===== src/rtl/spi_cmd_pkg.sv =====
package spi_cmd_pkg;
  localparam logic [7:0] REG_FREQ = 8'h10;
  localparam logic [7:0] REG_IFQ  = 8'h11;
  localparam logic [7:0] REG_BLK  = 8'h34;
  localparam int unsigned MAX_RESP = 8;

  typedef enum logic [1:0] {ST_ADDR, ST_DATA, ST_RESP} fr_state_e;

  // total frame bytes including address
  function automatic logic [3:0] frame_bytes(input logic [7:0] a);
    case (a)
      REG_FREQ: frame_bytes = 4'd8;
      REG_IFQ:  frame_bytes = 4'd2;
      REG_BLK:  frame_bytes = 4'd4;
      default:  frame_bytes = 4'd1;
    endcase
  endfunction

  function automatic logic is_known(input logic [7:0] a);
    is_known = (a == REG_FREQ) || (a == REG_IFQ) || (a == REG_BLK);
  endfunction
endpackage


===== src/rtl/spi_cmd_sync.sv =====
module spi_cmd_sync #(
  parameter int unsigned STAGES = 2
) (
  input  logic clk_i,
  input  logic rst_ni,
  input  logic sclk_i,
  input  logic cs_ni,
  input  logic mosi_i,
  output logic sclk_rise_o,
  output logic sclk_fall_o,
  output logic cs_q_o,
  output logic mosi_q_o
);
  logic [STAGES-1:0] sclk_s, cs_s, mosi_s;
  logic sclk_d;

  always_ff @(posedge clk_i or negedge rst_ni) begin
    if (!rst_ni) begin
      sclk_s <= '0;
      cs_s   <= '1;
      mosi_s <= '0;
      sclk_d <= 1'b0;
    end else begin
      sclk_s <= {sclk_s[STAGES-2:0], sclk_i};
      cs_s   <= {cs_s[STAGES-2:0], cs_ni};
      mosi_s <= {mosi_s[STAGES-2:0], mosi_i};
      sclk_d <= sclk_s[STAGES-1];
    end
  end

  assign sclk_rise_o = sclk_s[STAGES-1] & ~sclk_d;
  assign sclk_fall_o = ~sclk_s[STAGES-1] & sclk_d;
  assign cs_q_o      = cs_s[STAGES-1];
  assign mosi_q_o    = mosi_s[STAGES-1];
endmodule


===== src/rtl/spi_cmd_shifter.sv =====
module spi_cmd_shifter #(
  parameter int unsigned W = 8
) (
  input  logic         clk_i,
  input  logic         rst_ni,
  input  logic         cs_q_i,
  input  logic         rise_i,
  input  logic         fall_i,
  input  logic         mosi_i,
  input  logic         tx_load_i,
  input  logic [W-1:0] tx_byte_i,
  output logic [W-1:0] rx_byte_o,
  output logic         rx_done_o,
  output logic         miso_o
);
  localparam int unsigned CW = $clog2(W);
  localparam logic [CW-1:0] LAST = CW'(W - 1);

  logic [CW-1:0] bit_cnt;
  logic [W-1:0]  rx_sr, tx_sr;

  always_ff @(posedge clk_i or negedge rst_ni) begin
    if (!rst_ni) begin
      bit_cnt   <= '0;
      rx_sr     <= '0;
      tx_sr     <= '0;
      rx_byte_o <= '0;
      rx_done_o <= 1'b0;
    end else if (cs_q_i) begin
      bit_cnt   <= '0;
      tx_sr     <= '0;
      rx_done_o <= 1'b0;
    end else begin
      rx_done_o <= 1'b0;
      if (rise_i) begin
        rx_sr   <= {rx_sr[W-2:0], mosi_i};
        bit_cnt <= (bit_cnt == LAST) ? '0 : bit_cnt + 1'b1;
        if (bit_cnt == LAST) begin
          rx_byte_o <= {rx_sr[W-2:0], mosi_i};
          rx_done_o <= 1'b1;
        end
      end
      // no shift on the fall that closes a byte: next byte already loaded
      if (tx_load_i) tx_sr <= tx_byte_i;
      else if (fall_i && bit_cnt != '0) tx_sr <= {tx_sr[W-2:0], 1'b0};
    end
  end

  assign miso_o = tx_sr[W-1];
endmodule


===== src/rtl/spi_cmd_blkrom.sv =====
module spi_cmd_blkrom #(
  parameter int unsigned AW   = 16,
  parameter int unsigned NB   = 8,
  parameter logic [7:0]  SEED = 8'h3C
) (
  input  logic [AW-1:0]   start_i,
  output logic [NB*8-1:0] word_o
);
  for (genvar i = 0; i < NB; i++) begin : g_byte
    logic [AW-1:0] a;
    assign a = start_i + AW'(i);
    assign word_o[i*8 +: 8] = a[7:0] ^ a[AW-1 -: 8] ^ SEED;
  end
endmodule


===== src/rtl/spi_cmd_seq.sv =====
module spi_cmd_seq
  import spi_cmd_pkg::*;
#(
  parameter int unsigned DW = 64
) (
  input  logic          clk_i,
  input  logic          rst_ni,
  input  logic          cs_q_i,
  input  logic          rx_done_i,
  input  logic [7:0]    rx_byte_i,
  output logic          tx_load_o,
  output logic [7:0]    tx_byte_o,
  output logic          cmd_valid_o,
  output logic [7:0]    cmd_addr_o,
  output logic [DW-1:0] cmd_data_o
);
  localparam int unsigned NW = $clog2(MAX_RESP + 1);

  fr_state_e   state;
  logic [7:0]  addr_q;
  logic [DW-1:0] acc, full, resp;
  logic [NW-1:0] left;
  logic [MAX_RESP*8-1:0] rom_word;

  assign full = {acc[DW-9:0], rx_byte_i};

  spi_cmd_blkrom #(.AW(16), .NB(MAX_RESP)) u_rom (
    .start_i (full[15:0]),
    .word_o  (rom_word)
  );

  always_ff @(posedge clk_i or negedge rst_ni) begin
    if (!rst_ni) begin
      state       <= ST_ADDR;
      addr_q      <= '0;
      acc         <= '0;
      resp        <= '0;
      left        <= '0;
      tx_load_o   <= 1'b0;
      tx_byte_o   <= '0;
      cmd_valid_o <= 1'b0;
      cmd_addr_o  <= '0;
      cmd_data_o  <= '0;
    end else begin
      cmd_valid_o <= 1'b0;
      tx_load_o   <= 1'b0;
      if (cs_q_i) begin
        state <= ST_ADDR;
        acc   <= '0;
        left  <= '0;
      end else if (rx_done_i) begin
        tx_load_o <= 1'b1;
        tx_byte_o <= 8'h00;
        unique case (state)
          ST_ADDR: begin
            addr_q <= rx_byte_i;
            acc    <= '0;
            if (frame_bytes(rx_byte_i) == 4'd1) begin
              cmd_valid_o <= 1'b1;
              cmd_addr_o  <= rx_byte_i;
              cmd_data_o  <= '0;
              tx_byte_o   <= is_known(rx_byte_i) ? rx_byte_i : 8'hFF;
              left        <= NW'(1);
              state       <= ST_RESP;
            end else begin
              left  <= NW'(frame_bytes(rx_byte_i) - 4'd1);
              state <= ST_DATA;
            end
          end
          ST_DATA: begin
            acc <= full;
            if (left == NW'(1)) begin
              cmd_valid_o <= 1'b1;
              cmd_addr_o  <= addr_q;
              cmd_data_o  <= full;
              state       <= ST_RESP;
              if (addr_q == REG_BLK) begin
                tx_byte_o <= rom_word[7:0];
                resp      <= DW'(rom_word >> 8);
                left      <= NW'(MAX_RESP);
              end else begin
                tx_byte_o <= addr_q;
                left      <= NW'(1);
              end
            end else begin
              left <= left - 1'b1;
            end
          end
          ST_RESP: begin
            // received byte is a dummy
            if (left == NW'(1)) begin
              state <= ST_ADDR;
            end else begin
              tx_byte_o <= resp[7:0];
              resp      <= resp >> 8;
              left      <= left - 1'b1;
            end
          end
          default: state <= ST_ADDR;
        endcase
      end
    end
  end
endmodule


===== src/rtl/spi_reg_framer.sv =====
module spi_reg_framer #(
  parameter int unsigned SYNC_STAGES = 2,
  parameter int unsigned DW          = 64
) (
  input  logic          clk_i,
  input  logic          rst_ni,
  input  logic          sclk_i,
  input  logic          cs_ni,
  input  logic          mosi_i,
  output logic          miso_o,
  output logic          cmd_valid_o,
  output logic [7:0]    cmd_addr_o,
  output logic [DW-1:0] cmd_data_o
);
  logic sclk_rise, sclk_fall, cs_q, mosi_q;
  logic rx_done, tx_load;
  logic [7:0] rx_byte, tx_byte;

  spi_cmd_sync #(.STAGES(SYNC_STAGES)) u_sync (
    .clk_i, .rst_ni, .sclk_i, .cs_ni, .mosi_i,
    .sclk_rise_o (sclk_rise),
    .sclk_fall_o (sclk_fall),
    .cs_q_o      (cs_q),
    .mosi_q_o    (mosi_q)
  );

  spi_cmd_shifter #(.W(8)) u_shift (
    .clk_i, .rst_ni,
    .cs_q_i    (cs_q),
    .rise_i    (sclk_rise),
    .fall_i    (sclk_fall),
    .mosi_i    (mosi_q),
    .tx_load_i (tx_load),
    .tx_byte_i (tx_byte),
    .rx_byte_o (rx_byte),
    .rx_done_o (rx_done),
    .miso_o
  );

  spi_cmd_seq #(.DW(DW)) u_seq (
    .clk_i, .rst_ni,
    .cs_q_i      (cs_q),
    .rx_done_i   (rx_done),
    .rx_byte_i   (rx_byte),
    .tx_load_o   (tx_load),
    .tx_byte_o   (tx_byte),
    .cmd_valid_o,
    .cmd_addr_o,
    .cmd_data_o
  );
endmodule


===== config.mk =====
export PLATFORM = sky130hd
export DESIGN_NAME = spi_reg_framer
export DESIGN_NICKNAME = d
export VERILOG_FILES = /design/src/rtl/spi_cmd_pkg.sv /design/src/rtl/spi_cmd_sync.sv /design/src/rtl/spi_cmd_shifter.sv /design/src/rtl/spi_cmd_blkrom.sv /design/src/rtl/spi_cmd_seq.sv /design/src/rtl/spi_reg_framer.sv
export SDC_FILE = /design/constraint.sdc
export NUM_CORES = 1
export LEC_CHECK = 0
export BUFFER_PORTS_ARGS = -buffer_cell sky130_fd_sc_hd__buf_2
export CAP_MARGIN = 20
export CORE_UTILIZATION = 50
export CTS_CLUSTER_SIZE = 30
export DETAILED_ROUTE_END_ITERATION = 10
export GPL_ROUTABILITY_DRIVEN = 0
export PLACE_DENSITY = 0.67
export REMOVE_ABC_BUFFERS = 1
export SYNTH_ARGS = -nofsm -noshare
export SYNTH_HDL_FRONTEND = slang
export SYNTH_HIERARCHICAL = 1
export SYNTH_SLANG_ARGS = --single-unit

===== constraint.sdc =====
create_clock -name clk_i -period 1.9 [get_ports clk_i]
set_input_delay 0.095 -clock clk_i [delete_from_list [all_inputs] [get_ports clk_i]]
set_output_delay 0.095 -clock clk_i [all_outputs]
set_load 0.02 [all_outputs]

==> results of run 1 <==
==> state kept, by name, indices dropped and copies added (netlist names), 4 cells and up <==
name,cells
u_shift/rx_sr,7
u_seq/tx_byte_o,8
u_seq/cmd_data_o,64
u_shift/tx_sr,8
u_seq/left,4
u_seq/cmd_addr_o,8
u_seq/addr_q,8
u_seq/resp,56
u_seq/acc,56
u_shift/rx_byte_o,8
==> cell families after synthesis <==
kind of cell	count (synthesis)
AO/OA/AOI/OAI	251
buffers and inverters	86
adder cells (fa/ha/maj)	19
multiplexers	95
flip-flops	242
XOR/XNOR	71
AND/OR/NAND/NOR	351
==> how the worst max path moves through the flow <==
stage | start | to | slack (ns) | depth (start not counted)
3_3_place_gp | u_shift/rx_byte_o[5] | u_seq/resp[1] | -0.03 | 6
4_1_cts | u_seq/left[1] | u_seq/cmd_addr_o[6] | -0.005 | 9
5_1_grt | u_seq/left[1] | u_seq/resp[54] | -0.08 | 8
3_5_place_dp | u_seq/left[1] | u_seq/cmd_data_o[63] | -0.06 | 8
6_report | u_seq/left[1] | u_seq/resp[53] | -0.02 | 8
2_1_floorplan | u_seq/state[1] | u_seq/cmd_addr_o[0] | -2.92 | 6
==> power groups by stage <==
| stage | Clock, mW | Sequential (mW) | Combinational (mW) |
|---|---|---|---|
| floorplan | 0 | 5.36 | 0.100 |
| global placement | 0 | 5.37 | 0.272 |
| detailed placement | 0 | 5.37 | 0.276 |
| CTS | 5.17 | 5.28 | 0.285 |
| global route | 5.37 | 5.29 | 0.309 |
| finish | 5.04 | 5.28 | 0.276 |
==> worst max-delay path: stages (launching register included) <==
cell      delay [ns]
dfrtp_1         0.39
inv_2           0.08
ha_4            0.13
buf_4           0.10
and4bb_2        0.27
nand2_2         0.09
o31a_4          0.36
buf_12          0.19
a22o_1          0.20
==> metal layers <==
layer	part of all wire, %	vias to the layer above	routed length, µm
met3	3.1	37	872
met2	47	165	13100
met4	2.2	0	598
li1	-	4114	-
met1	47	4276	13200
met5	0	-	0
==> area by class of cell <==
class | count | area [µm²] | area share, %
Sequential cell | 242 | 6070 | 43.1
Multi-Input combinational cell | 787 | 5200 | 37.0
Timing Repair Buffer | 185 | 1530 | 10.9
Clock buffer | 37 | 753 | 5.36
Tap cell | 285 | 357 | 2.54
Clock inverter | 7 | 95.1 | 0.676
Inverter | 16 | 60.1 | 0.427
==> cells in the mapped netlist, types with 2 or more instances <==
cell type	count
and2b_1	2
buf_6	8
buf_2	15
dfrtp_1	240
xnor2_2	2
nand3_1	20
clkbuf_1	35
nand2_1	246
xor2_1	17
ha_1	19
nand4_1	2
o21ai_0	118
nand2b_1	5
o31ai_1	3
xor2_2	3
nor2b_1	5
a31oi_1	2
nand4_2	2
nand4b_1	2
xnor2_1	49
nor3_1	5
and4_1	4
a21oi_1	38
o21ai_1	16
and3_1	4
inv_1	16
buf_1	2
nor3_2	3
a21o_1	2
nor2_1	34
mux2_2	29
and2_1	2
mux2i_1	65
a211oi_1	3
dfstp_2	2
buf_4	10
a22o_1	57
o211ai_1	3
nand2b_4	2
==> what timing repair did <==
item | 4_1_cts | 5_1_grt
setup endpoints to repair | 80 | 162
gates cloned | 2 | 5
hold buffers | 4 | 0
pin swaps | 0 | 2
hold endpoints to repair | 219 | 0
buffers inserted | 3 | 3
resized for setup | 18 | 85
==> stage by stage <==
step | instance area, µm² | TNS (ns) | power (mW)
after floorplan | 11200 | -478.53 | 5.46
after global placement | 12800 | -0.0909 | 5.64
after detailed placement | 12800 | -1.81 | 5.65
after CTS | 13800 | -0.0205 | 10.7
after global routing | 14100 | -3.15 | 11.0
final | 14100 | -0.127 | 10.6
==> results.cfg, run 1 <==
[run_status]
status = finished, violations left
violations = setup timing

[detailed_routing]
routed_wl_um = 27800
routed_via_density = 5.51
wl_per_cell_um = 17.8
vias = 8592
drtAntennaViolNets = 0
drtPass1Iterations = 4
drt_iter0_drc = 507
drc = 0

[final_layout]
drive_above_1_share_pct = 24.8
syn_to_final_growth_pct = 21.8
final_cell_mix = 234 x dfrtp_1, 233 x nand2_1, 80 x buf_4, 77 x buf_2
final_nets = 1283
fill_cells = 1867
final_common_cell = dfrtp_1
layoutNonFillerInstCount = 1559
n_antenna_cell = 0
final_util_pct = 62.1

[die]
core_um2 = 22600
start_util_pct = 51.0
fp.dieW_um = 154
fp.dieH_um = 154
die_area_um2 = 23700
io_pins = 79
rows = 55

[timing]
hold-worst-slack_ns = 0.0892
tightest_slew_ns = 0.581
finalCritPeriodShare_pct = 101
max_freq_mhz = 521
slew_headroom_pct = 61.2
layout_min_cycle_time_ns = 1.92
final_hold_viol_count = 0
setup_viol = 7
slew_viol_final = 0
setup_slack_ns = -0.0209
fin_skew_ns = 0.0102
rsz0062_at_grt = yes

[setup_path]
rr_startpoint = u_seq/left[1]
reg2regPathDepth = 8
r2r_slack_ns = -0.02
cp-start-kind = register
reg2reg_to = u_seq/resp[53]
path_class = reg -> reg
end_kind = register
required_ns = 2.31
crit_fanout = 37
cp.arrival_ns = 2.33

[clock_tree]
h-tree-depth = 1
cts_buffer_depth = 3
cts_root_buffer = clkbuf_16
cts_tree = done
clock_latency_ns = 0.52
numClockSinks = 242
clk_pin_slew_ns = 0.06
cts_made_buffers = 27

[logic_synthesis]
ys_seq_elements = 242
synth-xor-area-share_pct = 5.71
yosys.area.top_type = dfrtp_1
synth-adder-area-share_pct = 2.06
postSynthAreaPerCell_um2 = 10.4
synth-compound-area-share_pct = 13.7
synth_ff_type = dfrtp_1
synthCells = 1115
yosysUniqueCellTypes = 62
synth_top_family_by_area = compound AO/OA/AOI/OAI gates
yosysSeqAreaShare_pct = 52.5
yosysWarnings = 6
synthesis.area_um2 = 11500
muxShareOfSynthArea_pct = 8.60
async_flop_share_pct = 100
synth_edf_count = 0
synth_top_area_share_pct = 52.0
synthTopCellsByArea = dfrtp_1 52%, nand2_1 8.0%, mux2i_1 5.6%, o21ai_0 5.1%, a22o_1 4.3%
synth-simple-area-share_pct = 13.6

[power_and_ir_drop]
leakage_nw = 6.42
p_clk_share_pct = 47.6
p_comb_share_pct = 2.6
p_switching_mw = 2.25
p_int_mw = 8.35
swShare_pct = 21.2
powerDensity_nw_per_um2 = 754
pwr-share-seq_pct = 49.8
irDropWorstVdd_mv = 0.746

[global_route]
met1_usage_pct = 33.7
grt_util_all_layers_pct = 23.3
antenna_found_initial = 0
grt_pass1_vias = 8382
grt_max_degree = 58
busiest_layer = met2
grt_overflow = 0
met2_usage_pct = 37.5
use_met3_pct = 2.59
grt_pass1_wl_um = 44600

[place]
dp_cells = 1498
io_buffers = 78
place_hpwl_um = 17900
post-place-ws_ns = -0.0648

[job]
cap_violations = 0

[min_path]
hold_class = in -> async
Note: power is estimated with default switching activity, not from simulation.
==> inputs of run 2 (changes only) <==
--- a/config.mk
+++ b/config.mk
@@ -11,8 +11,9 @@
 export CTS_CLUSTER_SIZE = 30
 export DETAILED_ROUTE_END_ITERATION = 10
 export GPL_ROUTABILITY_DRIVEN = 0
-export PLACE_DENSITY = 0.67
+export PLACE_DENSITY = 0.82
 export REMOVE_ABC_BUFFERS = 1
+export SLEW_MARGIN = 15
 export SYNTH_ARGS = -nofsm -noshare
 export SYNTH_HDL_FRONTEND = slang
 export SYNTH_HIERARCHICAL = 1
==> run 2 against run 1 <==
Against the previous run:
- cell area up 8.0%
- flip-flop and latch count unchanged
- cell count up 2.2%
- core utilization up 5.0 points
- register-to-register slack worse by 0.28 ns
- wire length up 41%
- critical path depth down 2
- non-clock buffer count up 32
- total power up 1.6%
- critical path type unchanged
- the flow still finishes with violations (setup timing)
- clock skew up 0.010 ns
- clock power up 3%
- sequential power about the same
==> results.cfg, run 2 (synthesized netlist as in run 1, its figures left out) <==
[setup_path]
critPathSlowestCell = dfrtp_1
critPathMaxStageDelay_ns = 0.58
rr_startpoint = u_seq/acc[1]
crit_fanout = 6
path_class = reg -> reg
cp.arrival_ns = 2.62
cp-start-kind = register
required_ns = 2.31
end_kind = register
reg2reg_to = u_seq/resp[38]
r2r_slack_ns = -0.31
path_buf_inv = 0
cp_top_family = simple AND/OR/NAND/NOR gates
reg2regPathDepth = 6
cp_cell_sequence = and4_4 > and4_1 > nor3_2 > xor2_1 > mux2i_1 > o21ai_2

[final_layout]
final_cell_mix = 232 x dfrtp_1, 162 x nand2_1, 86 x buf_4, 77 x buf_2, 65 x mux2i_1
fill_cells = 1430
final_common_cell = dfrtp_1
syn_to_final_growth_pct = 31.5
top_register = u_seq/cmd_data_o
multi_input_area_um2 = 5760
largest_register_ffs = 64
drive_above_1_share_pct = 36.3
final_nets = 1315
area.sequential_um2 = 6070
reg_top3 = u_seq/cmd_data_o: 64 flops, u_seq/acc: 56 flops, u_seq/resp: 56 flops
stdcell_area_um2 = 15200
n_antenna_cell = 0

[die]
fp.dieW_um = 154
fp.dieH_um = 154
core_um2 = 22600
rows = 55
start_util_pct = 51.0
die_area_um2 = 23700
io_pins = 79

[clock_tree]
cts_root_buffer = clkbuf_16
cts_tree = done
cts_buffer_depth = 3
clock_latency_ns = 0.55
numClockSinks = 242
cts_made_buffers = 26
clk_pin_slew_ns = 0.07
h-tree-depth = 1

[global_route]
grt_util_all_layers_pct = 26.0
met2_usage_pct = 43.2
grt_pass1_vias = 9323
use_met3_pct = 3.66
antenna_found_initial = 1
met1_usage_pct = 33.0
grt_pass1_wl_um = 49100
grt_overflow = 0
grt_max_degree = 70
busiest_layer = met2

[timing]
slew_viol_final = 0
slew_headroom_pct = 62.8
rsz0062_at_grt = yes
finalCritPeriodShare_pct = 116
fin_skew_ns = 0.0205
tightest_slew_ns = 0.543
setup_slack_ns = -0.306
layout_min_cycle_time_ns = 2.21
setup_viol = 139
max_freq_mhz = 453
hold-worst-slack_ns = 0.0448
final_hold_viol_count = 0

[place]
dpl-instance-area_um2 = 12800
post-place-ws_ns = -0.102
place_hpwl_um = 17900
io_buffers = 78

[power_and_ir_drop]
p_clk_share_pct = 48.1
p_comb_share_pct = 2.8
p_switching_mw = 2.47
irDropWorstVdd_mv = 0.552
pwr-share-seq_pct = 49.1
leakage_nw = 6.91
p_int_mw = 8.30
swShare_pct = 23.0
powerDensity_nw_per_um2 = 709

[detailed_routing]
drt_iter0_drc = 1290
routed_via_density = 6.47
drtAntennaViolNets = 0
vias = 10300
routed_wl_um = 39300
drtPass1Iterations = 8
wl_per_cell_um = 24.7
drc = 0

[run_status]
violations = setup timing
status = finished, violations left

[job]
cap_violations = 0

[min_path]
hold_class = in -> async
==> run 2: worst max path at each step <==
stage | from | cells after the start | to | slack [ns]
finish | u_seq/acc[1] | 6 | u_seq/resp[38] | -0.31
global route | u_shift/rx_byte_o[1] | 8 | u_seq/resp[38] | -0.31
CTS | u_seq/left[1] | 9 | u_seq/cmd_addr_o[4] | -0.06
detailed placement | u_seq/left[1] | 8 | u_seq/cmd_data_o[27] | -0.10
global placement | u_seq/left[1] | 8 | u_seq/cmd_data_o[51] | -0.02
floorplan | u_seq/state[1] | 6 | u_seq/cmd_addr_o[0] | -2.92
==> run 2: cell type report <==
cell class                 count  share of cell area, %
sequential                   242                   40.0
multi-input combinational    788                   38.0
timing repair buffer         217                   13.7
clock buffer                  36                   5.07
tap                          285                   2.35
clock inverter                10                  0.577
inverter                      16                  0.396
==> run 2: layer usage <==
metal	vias to the layer above	share of wire, %
met5	-	0.033
met3	259	11
li1	4188	-
met1	5024	35
met2	841	47
met4	2	7.1
==> run 2: what timing repair did <==
item	in CTS	in global routing
gates resized for setup	86	229
hold buffers	4	0
gates cloned	6	23
endpoints found under the hold margin	245	0
endpoints found under the setup margin	109	194
setup buffers	6	14
pin swaps	3	60
==> run 2: stage by stage <==
stage / util, % / std cells / TNS, ns / total power [mW]
2_1_floorplan: - / 1045 / -478.53 / 5.46
3_3_place_gp: 56.4 / 1495 / -0.146 / 5.62
3_5_place_dp: 56.4 / 1495 / -2.68 / 5.64
4_1_cts: 61.9 / 1557 / -1.27 / 10.6
5_1_grt: 67.1 / 1594 / -16.79 / 11.0
6_report: 67.1 / 1594 / -10.21 / 10.8
==> run 2: power groups by stage <==
| stage | clock network [mW] | logic (mW) | registers (mW) |
|---|---|---|---|
| finish | 5.19 | 0.299 | 5.29 |
| global route | 5.41 | 0.329 | 5.29 |
| CTS | 5.06 | 0.277 | 5.28 |
| detailed placement | 0 | 0.269 | 5.37 |
| global placement | 0 | 0.259 | 5.36 |
| floorplan | 0 | 0.100 | 5.36 |
==> inputs of run 3 (changes only) <==
--- a/config.mk
+++ b/config.mk
@@ -11,7 +11,7 @@
 export CTS_CLUSTER_SIZE = 30
 export DETAILED_ROUTE_END_ITERATION = 10
 export GPL_ROUTABILITY_DRIVEN = 0
-export PLACE_DENSITY = 0.82
+export PLACE_DENSITY = 0.79
 export REMOVE_ABC_BUFFERS = 1
 export SLEW_MARGIN = 15
 export SYNTH_ARGS = -nofsm -noshare
==> constraint.sdc (replaced) <==
create_clock -name clk_i -period 2.6 [get_ports clk_i]
set_input_delay 0.13 -clock clk_i [delete_from_list [all_inputs] [get_ports clk_i]]
set_output_delay 0.13 -clock clk_i [all_outputs]
set_load 0.02 [all_outputs]
==> run 3 against run 2 <==
Against the previous run:
- the flow now finishes without violations
- combinational power is 35% lower
- cell area is 13% lower
- sequential power shrank 27%
- flip-flop and latch count did not move
- sequential share of layout area grew 6.0 points
- die area is the same
- core utilization is 8.9 points lower
- total power is 29% lower
==> results.cfg, run 3 (synthesized netlist as in run 1, its figures left out) <==
[final_layout]
syn_to_final_growth_pct = 14.2
final_common_cell = nand2_1
final_cell_mix = 246 x nand2_1, 240 x dfrtp_1, 118 x o21ai_0, 77 x buf_2, 65 x mux2i_1
top_register = u_seq/cmd_data_o
n_antenna_cell = 0
largest_register_ffs = 64
layoutNonFillerInstCount = 1493
final_util_pct = 58.2
reg_top3 = u_seq/cmd_data_o: 64 flops, u_seq/acc: 56 flops, u_seq/resp: 56 flops
drive_above_1_share_pct = 17.6
final_nets = 1212
fill_cells = 1855

[die]
fp.dieH_um = 154
rows = 55
die_area_um2 = 23700
io_pins = 79
start_util_pct = 51.0
core_um2 = 22600
fp.dieW_um = 154

[clock_tree]
clock_latency_ns = 0.53
cts_made_buffers = 27
cts_root_buffer = clkbuf_16
h-tree-depth = 1
cts_tree = done
cts_buffer_depth = 3
numClockSinks = 242
clk_pin_slew_ns = 0.06

[setup_path]
crit_fanout = 31
reg2regPathDepth = 7
r2r_slack_ns = 0.35
path_class = reg -> reg
cp.arrival_ns = 2.64
cp-start-kind = register
rr_startpoint = u_seq/left[1]
crit_path_end = u_seq/resp[11]
end_kind = register
setup.worst_path.start = u_seq/left[1]
required_ns = 2.99
reg2reg_to = u_seq/resp[11]

[global_route]
grt_overflow = 0
grt_max_degree = 109
grt_util_all_layers_pct = 22.3
grt_pass1_vias = 8303
grt_pass1_wl_um = 43000
antenna_found_initial = 0

[detailed_routing]
wl_per_cell_um = 17.1
drc = 0
drtPass1Iterations = 6
vias = 8440
drt_iter0_drc = 733
routed_wl_um = 25600
routed_via_density = 5.65
drtAntennaViolNets = 0

[power_and_ir_drop]
pwr-share-seq_pct = 50.6
p_total_mw = 7.62
p_comb_share_pct = 2.6
p_switching_mw = 1.65
p_int_mw = 5.97
irDropWorstVdd_mv = 0.439
leakage_nw = 5.97
p_clk_share_pct = 46.8
powerDensity_nw_per_um2 = 579
swShare_pct = 21.7

[min_path]
hold_class = in -> async

[timing]
finalCritPeriodShare_pct = 86.7
tightest_slew_ns = 0.762
rsz0062_at_grt = no
final_hold_viol_count = 0
setup_viol = 0
fin_skew_ns = 0.0162
layout_min_cycle_time_ns = 2.25
slew_headroom_pct = 49.2
max_freq_mhz = 444
slew_viol_final = 0

[run_status]
status = finished clean

[place]
dp_cells = 1440
place_hpwl_um = 16700
io_buffers = 78

[job]
cap_violations = 0
run 3: cell types whose count changed in the layout (fill, tap and decap cells not counted), moves of 12 or more:
cell | before | now
o21ai_0 | 21 | 118
nand2_1 | 162 | 246
buf_4 | 86 | 23
nand2_2 | 49 | 0
o21ai_2 | 48 | 0
o21ai_1 | 63 | 16
nand2_4 | 36 | 1
clkbuf_16 | 40 | 27
buf_6 | 12 | 0
run 3: worst min path at each step:
stage | slack (ns) | from | to
after floorplan | -0.17 | rst_ni | u_seq/acc[0]
after global placement | 0.21 | rst_ni | u_shift/tx_sr[1]
after detailed placement | 0.21 | rst_ni | u_shift/tx_sr[7]
after CTS | 0.23 | cs_ni | u_sync/cs_s[0]
after global routing | 0.24 | cs_ni | u_sync/cs_s[0]
final | 0.21 | rst_ni | u_shift/tx_sr[1]
run 3: area by class of cell:
type,count,area [µm²],area share (%)
well taps,285,357,2.71
repair buffers,114,793,6.02
multi-input cells,787,5070,38.5
clock buffers,37,733,5.56
flip-flops and latches,242,6060,46.0
clock inverters,12,101,0.769
inverters,16,60.1,0.456
run 3: stage by stage:
step / hold WS [ns] / instance area [µm²] / setup slack, ns / setup TNS, ns
2_1_floorplan: -0.166 / 11200 / -2.22 / -339.32
5_1_grt: 0.243 / 13200 / 0.203 / 0
3_5_place_dp: 0.207 / 12300 / 0.399 / 0
4_1_cts: 0.234 / 13200 / 0.375 / 0
6_report: 0.213 / 13200 / 0.346 / 0
3_3_place_gp: 0.208 / 12300 / 0.485 / 0
run 3: per-layer routing:
metal | routed length [µm] | global-route usage (%)
met1 | 11300 | 30.8
met2 | 12300 | 36.4
met3 | 1370 | 3.10
met4 | 620 | 6.76
met5 | 0 | 0
run 3: critical path, stage by stage (launching register included):
cell and delay, ns:
dfrtp_1 0.38, inv_1 0.09, ha_1 0.20, or3b_1 0.53, nand4b_1 0.19, o31a_4 0.38, buf_12 0.22, o21ai_0 0.12
run 3: power by group through the flow:
stage          clock [mW]  sequential, mW  combinational (mW)
5_1_grt              3.81            3.86               0.220
3_5_place_dp            0            3.92               0.194
3_3_place_gp            0            3.92               0.187
2_1_floorplan           0            3.91              0.0730
6_report             3.57            3.86               0.195
4_1_cts              3.65            3.86               0.201
run 3: repair_timing:
item,4_1_cts,5_1_grt
resized for setup,0,0
hold buffers,4,0
hold endpoints to repair,89,0
buffers inserted,0,0
